--- config.mk ---
export PLATFORM = sky130hd
export DESIGN_NAME = bscan_chain
export DESIGN_NICKNAME = d
export VERILOG_FILES = /design/src/rtl/bscan_pkg.sv /design/src/rtl/bscan_mode_dec.sv /design/src/rtl/bscan_cell.sv /design/src/rtl/bscan_chain.sv
export SDC_FILE = /design/constraint.sdc
export NUM_CORES = 1
export LEC_CHECK = 0
export BUFFER_PORTS_ARGS = -buffer_cell sky130_fd_sc_hd__clkbuf_2
export CORE_MARGIN = 3
export CORE_UTILIZATION = 47
export DETAILED_ROUTE_END_ITERATION = 6
export PLACE_DENSITY = 0.79
export RECOVER_POWER = 25
export SYNTH_ARGS = -nofsm -noshare
export SYNTH_HDL_FRONTEND = slang
export SYNTH_SLANG_ARGS = --single-unit
--- constraint.sdc ---
create_clock -name clk_i -period 1.5 [get_ports clk_i]
set_input_delay 0.15 -clock clk_i [delete_from_list [all_inputs] [get_ports clk_i]]
set_output_delay 0.15 -clock clk_i [all_outputs]
set_load 0.02 [all_outputs]
--- src/rtl/bscan_pkg.sv ---
package bscan_pkg;
  typedef enum logic [1:0] {
    BS_NORMAL = 2'b00,
    BS_SAMPLE = 2'b01,
    BS_EXTEST = 2'b10,
    BS_SPARE  = 2'b11
  } bs_mode_e;
endpackage

--- src/rtl/bscan_mode_dec.sv ---
module bscan_mode_dec
  import bscan_pkg::*;
(
  input  logic [1:0] mode_i,
  input  logic       capture_i,
  input  logic       shift_i,
  input  logic       update_i,
  output logic       capture_o,
  output logic       shift_o,
  output logic       update_o,
  output logic       drive_o,
  output logic       normal_o
);
  logic sel;
  logic drv;

  always_comb begin
    sel = 1'b0;
    drv = 1'b0;
    case (bs_mode_e'(mode_i))
      BS_SAMPLE: sel = 1'b1;
      BS_EXTEST: begin
        sel = 1'b1;
        drv = 1'b1;
      end
      default: ;
    endcase
  end

  assign capture_o = capture_i & sel;
  assign shift_o   = shift_i & sel;
  assign update_o  = update_i & sel;
  assign drive_o   = drv;
  assign normal_o  = ~sel;
endmodule

--- src/rtl/bscan_cell.sv ---
module bscan_cell (
  input  logic clk_i,
  input  logic rst_ni,
  input  logic ni_i,
  input  logic si_i,
  input  logic capture_i,
  input  logic shift_i,
  input  logic update_i,
  input  logic drive_i,
  output logic no_o,
  output logic so_o
);
  logic scan_q;
  logic upd_q;

  // capture has priority over shift
  always_ff @(posedge clk_i or negedge rst_ni) begin
    if (!rst_ni)        scan_q <= 1'b0;
    else if (capture_i) scan_q <= ni_i;
    else if (shift_i)   scan_q <= si_i;
  end

  // falling-edge update keeps pins quiet while shifting
  always_ff @(negedge clk_i or negedge rst_ni) begin
    if (!rst_ni)       upd_q <= 1'b0;
    else if (update_i) upd_q <= scan_q;
  end

  assign no_o = drive_i ? upd_q : ni_i;
  assign so_o = scan_q;

  AST_CAPTURE_LOAD: assert property (@(posedge clk_i) disable iff (!rst_ni)
    capture_i |=> scan_q == $past(ni_i));
  AST_CAPTURE_WINS: assert property (@(posedge clk_i) disable iff (!rst_ni)
    (capture_i && shift_i) |=> scan_q == $past(ni_i));
  AST_SHIFT_MOVE: assert property (@(posedge clk_i) disable iff (!rst_ni)
    (shift_i && !capture_i) |=> scan_q == $past(si_i));
  AST_UPDATE_LOAD: assert property (@(negedge clk_i) disable iff (!rst_ni)
    update_i |=> upd_q == $past(scan_q));
  AST_UPDATE_HOLD: assert property (@(negedge clk_i) disable iff (!rst_ni)
    !update_i |=> $stable(upd_q));
endmodule

--- src/rtl/bscan_chain.sv ---
module bscan_chain #(
  parameter int N_IN  = 4,
  parameter int N_OUT = 4
) (
  input  logic             clk_i,
  input  logic             rst_ni,
  input  logic [1:0]       mode_i,
  input  logic             capture_i,
  input  logic             shift_i,
  input  logic             update_i,
  input  logic             serial_i,
  input  logic [N_IN-1:0]  pin_in_i,
  input  logic [N_OUT-1:0] core_out_i,
  output logic             serial_o,
  output logic [N_IN-1:0]  core_in_o,
  output logic [N_OUT-1:0] pin_out_o
);
  localparam int LEN = N_IN + N_OUT;

  logic           cap_en, sh_en, upd_en, drive, normal;
  logic [LEN-1:0] cell_ni, cell_no, cell_drv;
  logic [LEN:0]   link;

  bscan_mode_dec u_dec (
    .mode_i    (mode_i),
    .capture_i (capture_i),
    .shift_i   (shift_i),
    .update_i  (update_i),
    .capture_o (cap_en),
    .shift_o   (sh_en),
    .update_o  (upd_en),
    .drive_o   (drive),
    .normal_o  (normal)
  );

  assign cell_ni   = {core_out_i, pin_in_i};
  assign link[LEN] = serial_i;

  for (genvar g = 0; g < LEN; g++) begin : g_cell
    // input-side cells observe only
    if (g >= N_IN) begin : g_out
      assign cell_drv[g] = drive;
    end else begin : g_in
      assign cell_drv[g] = 1'b0;
    end

    bscan_cell u_cell (
      .clk_i     (clk_i),
      .rst_ni    (rst_ni),
      .ni_i      (cell_ni[g]),
      .si_i      (link[g+1]),
      .capture_i (cap_en),
      .shift_i   (sh_en),
      .update_i  (upd_en),
      .drive_i   (cell_drv[g]),
      .no_o      (cell_no[g]),
      .so_o      (link[g])
    );
  end

  assign serial_o  = link[0];
  assign core_in_o = cell_no[N_IN-1:0];
  assign pin_out_o = cell_no[LEN-1:N_IN];

  AST_CORE_SEES_PIN: assert property (@(posedge clk_i) disable iff (!rst_ni)
    core_in_o == pin_in_i);
  AST_NORMAL_PASS: assert property (@(posedge clk_i) disable iff (!rst_ni)
    (mode_i != 2'b10) |-> pin_out_o == core_out_i);
  AST_NORMAL_FROZEN: assert property (@(posedge clk_i) disable iff (!rst_ni)
    normal |=> $stable(serial_o));
endmodule

### Word level (Yosys, flattened, before mapping)

Cells that the tools add are included.

* reduce and logical (&&, ||, !) cells: 2
* eq/ne operators: 2
* muxes and demuxes: 22
* bitwise logic cells: 3

Operator list (count)
* $mux W1: 22
* $and A1 B1 Y1: 3
* $eq A2 B1 Y1 const B: 1
* $eq A2 B2 Y1 const B: 1
* $reduce_bool A2 Y1: 1
* $reduce_or A2 Y1: 1

* logic and storage cells: 41
* register bits: 12
* output and inout bits: 9

### Depth between registers and ports, before layout

* word-level depth: 6
* depth in mapped cells: 5
* mapped depth without buffers: 4

### Modules after synthesis

A second synthesis with hierarchy kept.

* cell total of the unflattened synthesis: 62
* area, all modules: 799.5 um^2

Modules (own cells, without submodules)
* bscan_cell: instances 8, area an instance 95.1 um^2, cells an instance 7
* bscan_mode_dec: instances 1, area an instance 35.0 um^2, cells an instance 5
* bscan_chain: instances 1, area an instance 3.8 um^2, cells an instance 1

==> results.toml <==
[place]
port_buffers = 24
placed_cells = 106
place_congestion = 0.756
postPlaceCellArea_um2 = 896
hpwl_mm = 1.21

[clock_tree]
cts.path.max_buffers = 2
insertion_delay_ns = 0.28
cts_tree = "yes"
htreeDepth = 1
cts_root_buffer = "clkbuf_4"
path_clk_slew_ns = 0.07
cts.sinks = 12
numCtsBuffers = 3

[floorplan]
initial_core_util = 0.520
die-area_um2 = 1990
io_pins = 25
rows = 13
die_y_um = 44.6
die_width_um = 44.6
coreArea_um2 = 1350

[power_and_ir_drop]
combPwrFrac = 0.410
p_int_w = 0.000862
p_sw_frac = 0.284
cellLeakagePower_nw = 0.529
peakVddDrop_mv = 0.722
total_power_w = 0.00120
powerDensity_nw_per_um2 = 1170
switchingPower_w = 0.000342
pwr-share-seq = 0.373
p_clk_frac = 0.218

[sta]
slew_violations = 0
setup_violations = 10
maxSlewHeadroom = 0.552
holdWs_ns = 0.133
fin_ws_ns = -0.450
clock_skew_ns = 0.00581
timing.final.hold_violations = 0
rsz0062_at_grt = "true"
finalSetupTns_ns = -2.09
worst_pin_slew_ns = 0.672

[setup_path]
path_class = "register to output port"
worstPathCellList = "mux2_4 > buf_8"
cp_max_fo = 2
rr_startpoint = "g_cell[7].u_cell.so_o"
reg2regPathDepth = 1
arrival_ns = 1.80
slowest_delay_ns = 0.36
cp-startpoint = "g_cell[7].u_cell.upd_q"
worstSetupStartpointType = "register"
cp.required_ns = 1.35
slowest_stage = "dfrtn_1"
endpoint_kind = "output port"

[logic_synthesis]
synthesis.nets = 85
synth_cell_types = 16
yosysTopAreaCell = "dfrtp_1"
synth_top_area_share = 0.285
syn_inst = 68
seq_area_frac_synth = 0.428
synth.area.top_cells = "dfrtp_1 29%, dfrtn_1 14%, buf_4 8.6%"
synthesis.area_um2 = 702
yosysWarnings = 0
syn_avg_cell_area_um2 = 10.3
ys_ff_latch = 12

[flow_run]
maxCapViolations = 0

[global_routing]
grt_pass1_wl_mm = 2.64
antenna_found_initial = 0
first_global_vias = 604
grt_usage = 0.186
grt_start_max_net_pins = 15
grt-ovfl-total = 0

[finish]
design_area_um2 = 1030
multi_input_area_um2 = 333
nets = 120
insertedDiodeCount = 0
fin_cells = 117
fillers = 94
areaGrowthSynthToFinish_pct = 46.7
seq_area_um2 = 300
drive_above_1_share = 0.490

[worst_hold_path]
hp-class = "input pin to register"
hold-path-cell-count = 3
min-delay-start = "pin_in_i[3]"

[drt]
vias_per_cell = 5.48
wirelength_mm = 1.64
drt-wirelength-per-cell_um = 14.0
drtIter0Drc = 14
drc_errors = 0
num_vias = 641
dr.pass1.iters = 6
drtAntennaViolNets = 0

[run_status]
violations = "negative setup slack"
status = "finished, violations left"
## what timing repair did
item	in CTS	in global routing
hold endpoints to repair	8	0
setup buffers	2	4
pin swaps	1	1
setup endpoints to repair	8	8
gates resized for setup	4	11
hold buffers	1	0
## cell type report
| class | count | share of cell area |
|---|---|---|
| Sequential cell | 12 | 0.292 |
| Tap cell | 15 | 0.0182 |
| Multi-Input combinational cell | 33 | 0.323 |
| Inverter | 13 | 0.0547 |
| Timing Repair Buffer | 40 | 0.277 |
| Clock buffer | 4 | 0.0352 |
## per-stage QoR
| step | setup slack, ns | util |
|---|---|---|
| 2_1_floorplan | -0.283 | - |
| 3_3_place_gp | -0.426 | 0.664 |
| 3_5_place_dp | -0.453 | 0.664 |
| 4_1_cts | -0.460 | 0.728 |
| 5_1_grt | -0.468 | 0.763 |
| 6_report | -0.450 | 0.763 |
## cells in the final DEF (no fill, tap or decap)
cell	Yosys	layout
clkbuf_4	0	3
o21bai_2	1	1
nor2_1	4	4
buf_6	0	3
clkbuf_8	0	1
dfrtn_1	4	4
a211oi_1	4	4
buf_4	8	15
clkbuf_2	0	13
dlygate4sd3_1	0	1
clkbuf_1	0	5
inv_8	0	1
buf_8	0	3
mux2_4	0	8
ha_4	0	1
a222oi_1	4	4
inv_1	13	12
dfrtp_1	8	8
nand2b_4	0	1
nor3b_1	4	4
nor2b_1	2	2
nor4b_1	4	4
## metal layers
| metal | vias up | wire, um | track usage |
|---|---|---|---|
| met1 | 308 | 690 | 0.231 |
| met2 | 25 | 797 | 0.298 |
| met5 | - | 0 | 0 |
| met4 | 0 | 44 | 0.102 |
| li1 | 301 | - | - |
| met3 | 7 | 109 | 0.0366 |
## cell families (layout without fill, tap and decap cells)
logic type / Yosys count / count (layout) / share of synthesized area
buf+inv: 23 / 57 / 0.169
simple gates: 15 / 15 / 0.141
flops: 12 / 12 / 0.428
compound gates: 9 / 9 / 0.116
mux: 8 / 8 / 0.128
fa+ha+maj: 1 / 1 / 0.0178
## cell usage after synthesis (all sizes together)
| library cell | number |
|---|---|
| a211oi | 4 |
| a222oi | 4 |
| buf | 10 |
| dfrtn | 4 |
| dfrtp | 8 |
| ha | 1 |
| inv | 13 |
| mux2 | 8 |
| nand2b | 1 |
| nor2 | 4 |
| nor2b | 2 |
| nor3b | 4 |
| nor4b | 4 |
| o21bai | 1 |
## worst max-delay path, delay by kind of cell (launching register included)
family                 cells  cell delay [ns]
buffers and inverters      1             0.13
DFF                        1             0.36
muxes                      1             0.28
## power groups by stage
stage	clock network [W]	logic [W]	registers, W
detailed placement	0	0.000384	0.000456
global placement	0	0.000373	0.000446
CTS	0.000266	0.000427	0.000449
global route	0.000275	0.000534	0.000456
floorplan	0	0.000252	0.000451
finish	0.000262	0.000493	0.000449
## worst paths after layout
check	slack (ns)	end
max	-0.45	pin_out_o[3]
min	0.13	g_cell[3].u_cell.so_o
max reg2reg	-0.05	g_cell[7].u_cell.upd_q
min reg2reg	0.54	g_cell[2].u_cell.so_o
max in group asynchronous	0	g_cell[5].u_cell.upd_q
min in group asynchronous	0.41	g_cell[1].u_cell.so_o
## state kept, by name (all words and copies together) (netlist names)
signal	count
g_cell.u_cell.so_o	8
g_cell.u_cell.upd_q	4
Power figures use the tool's default switching activity.
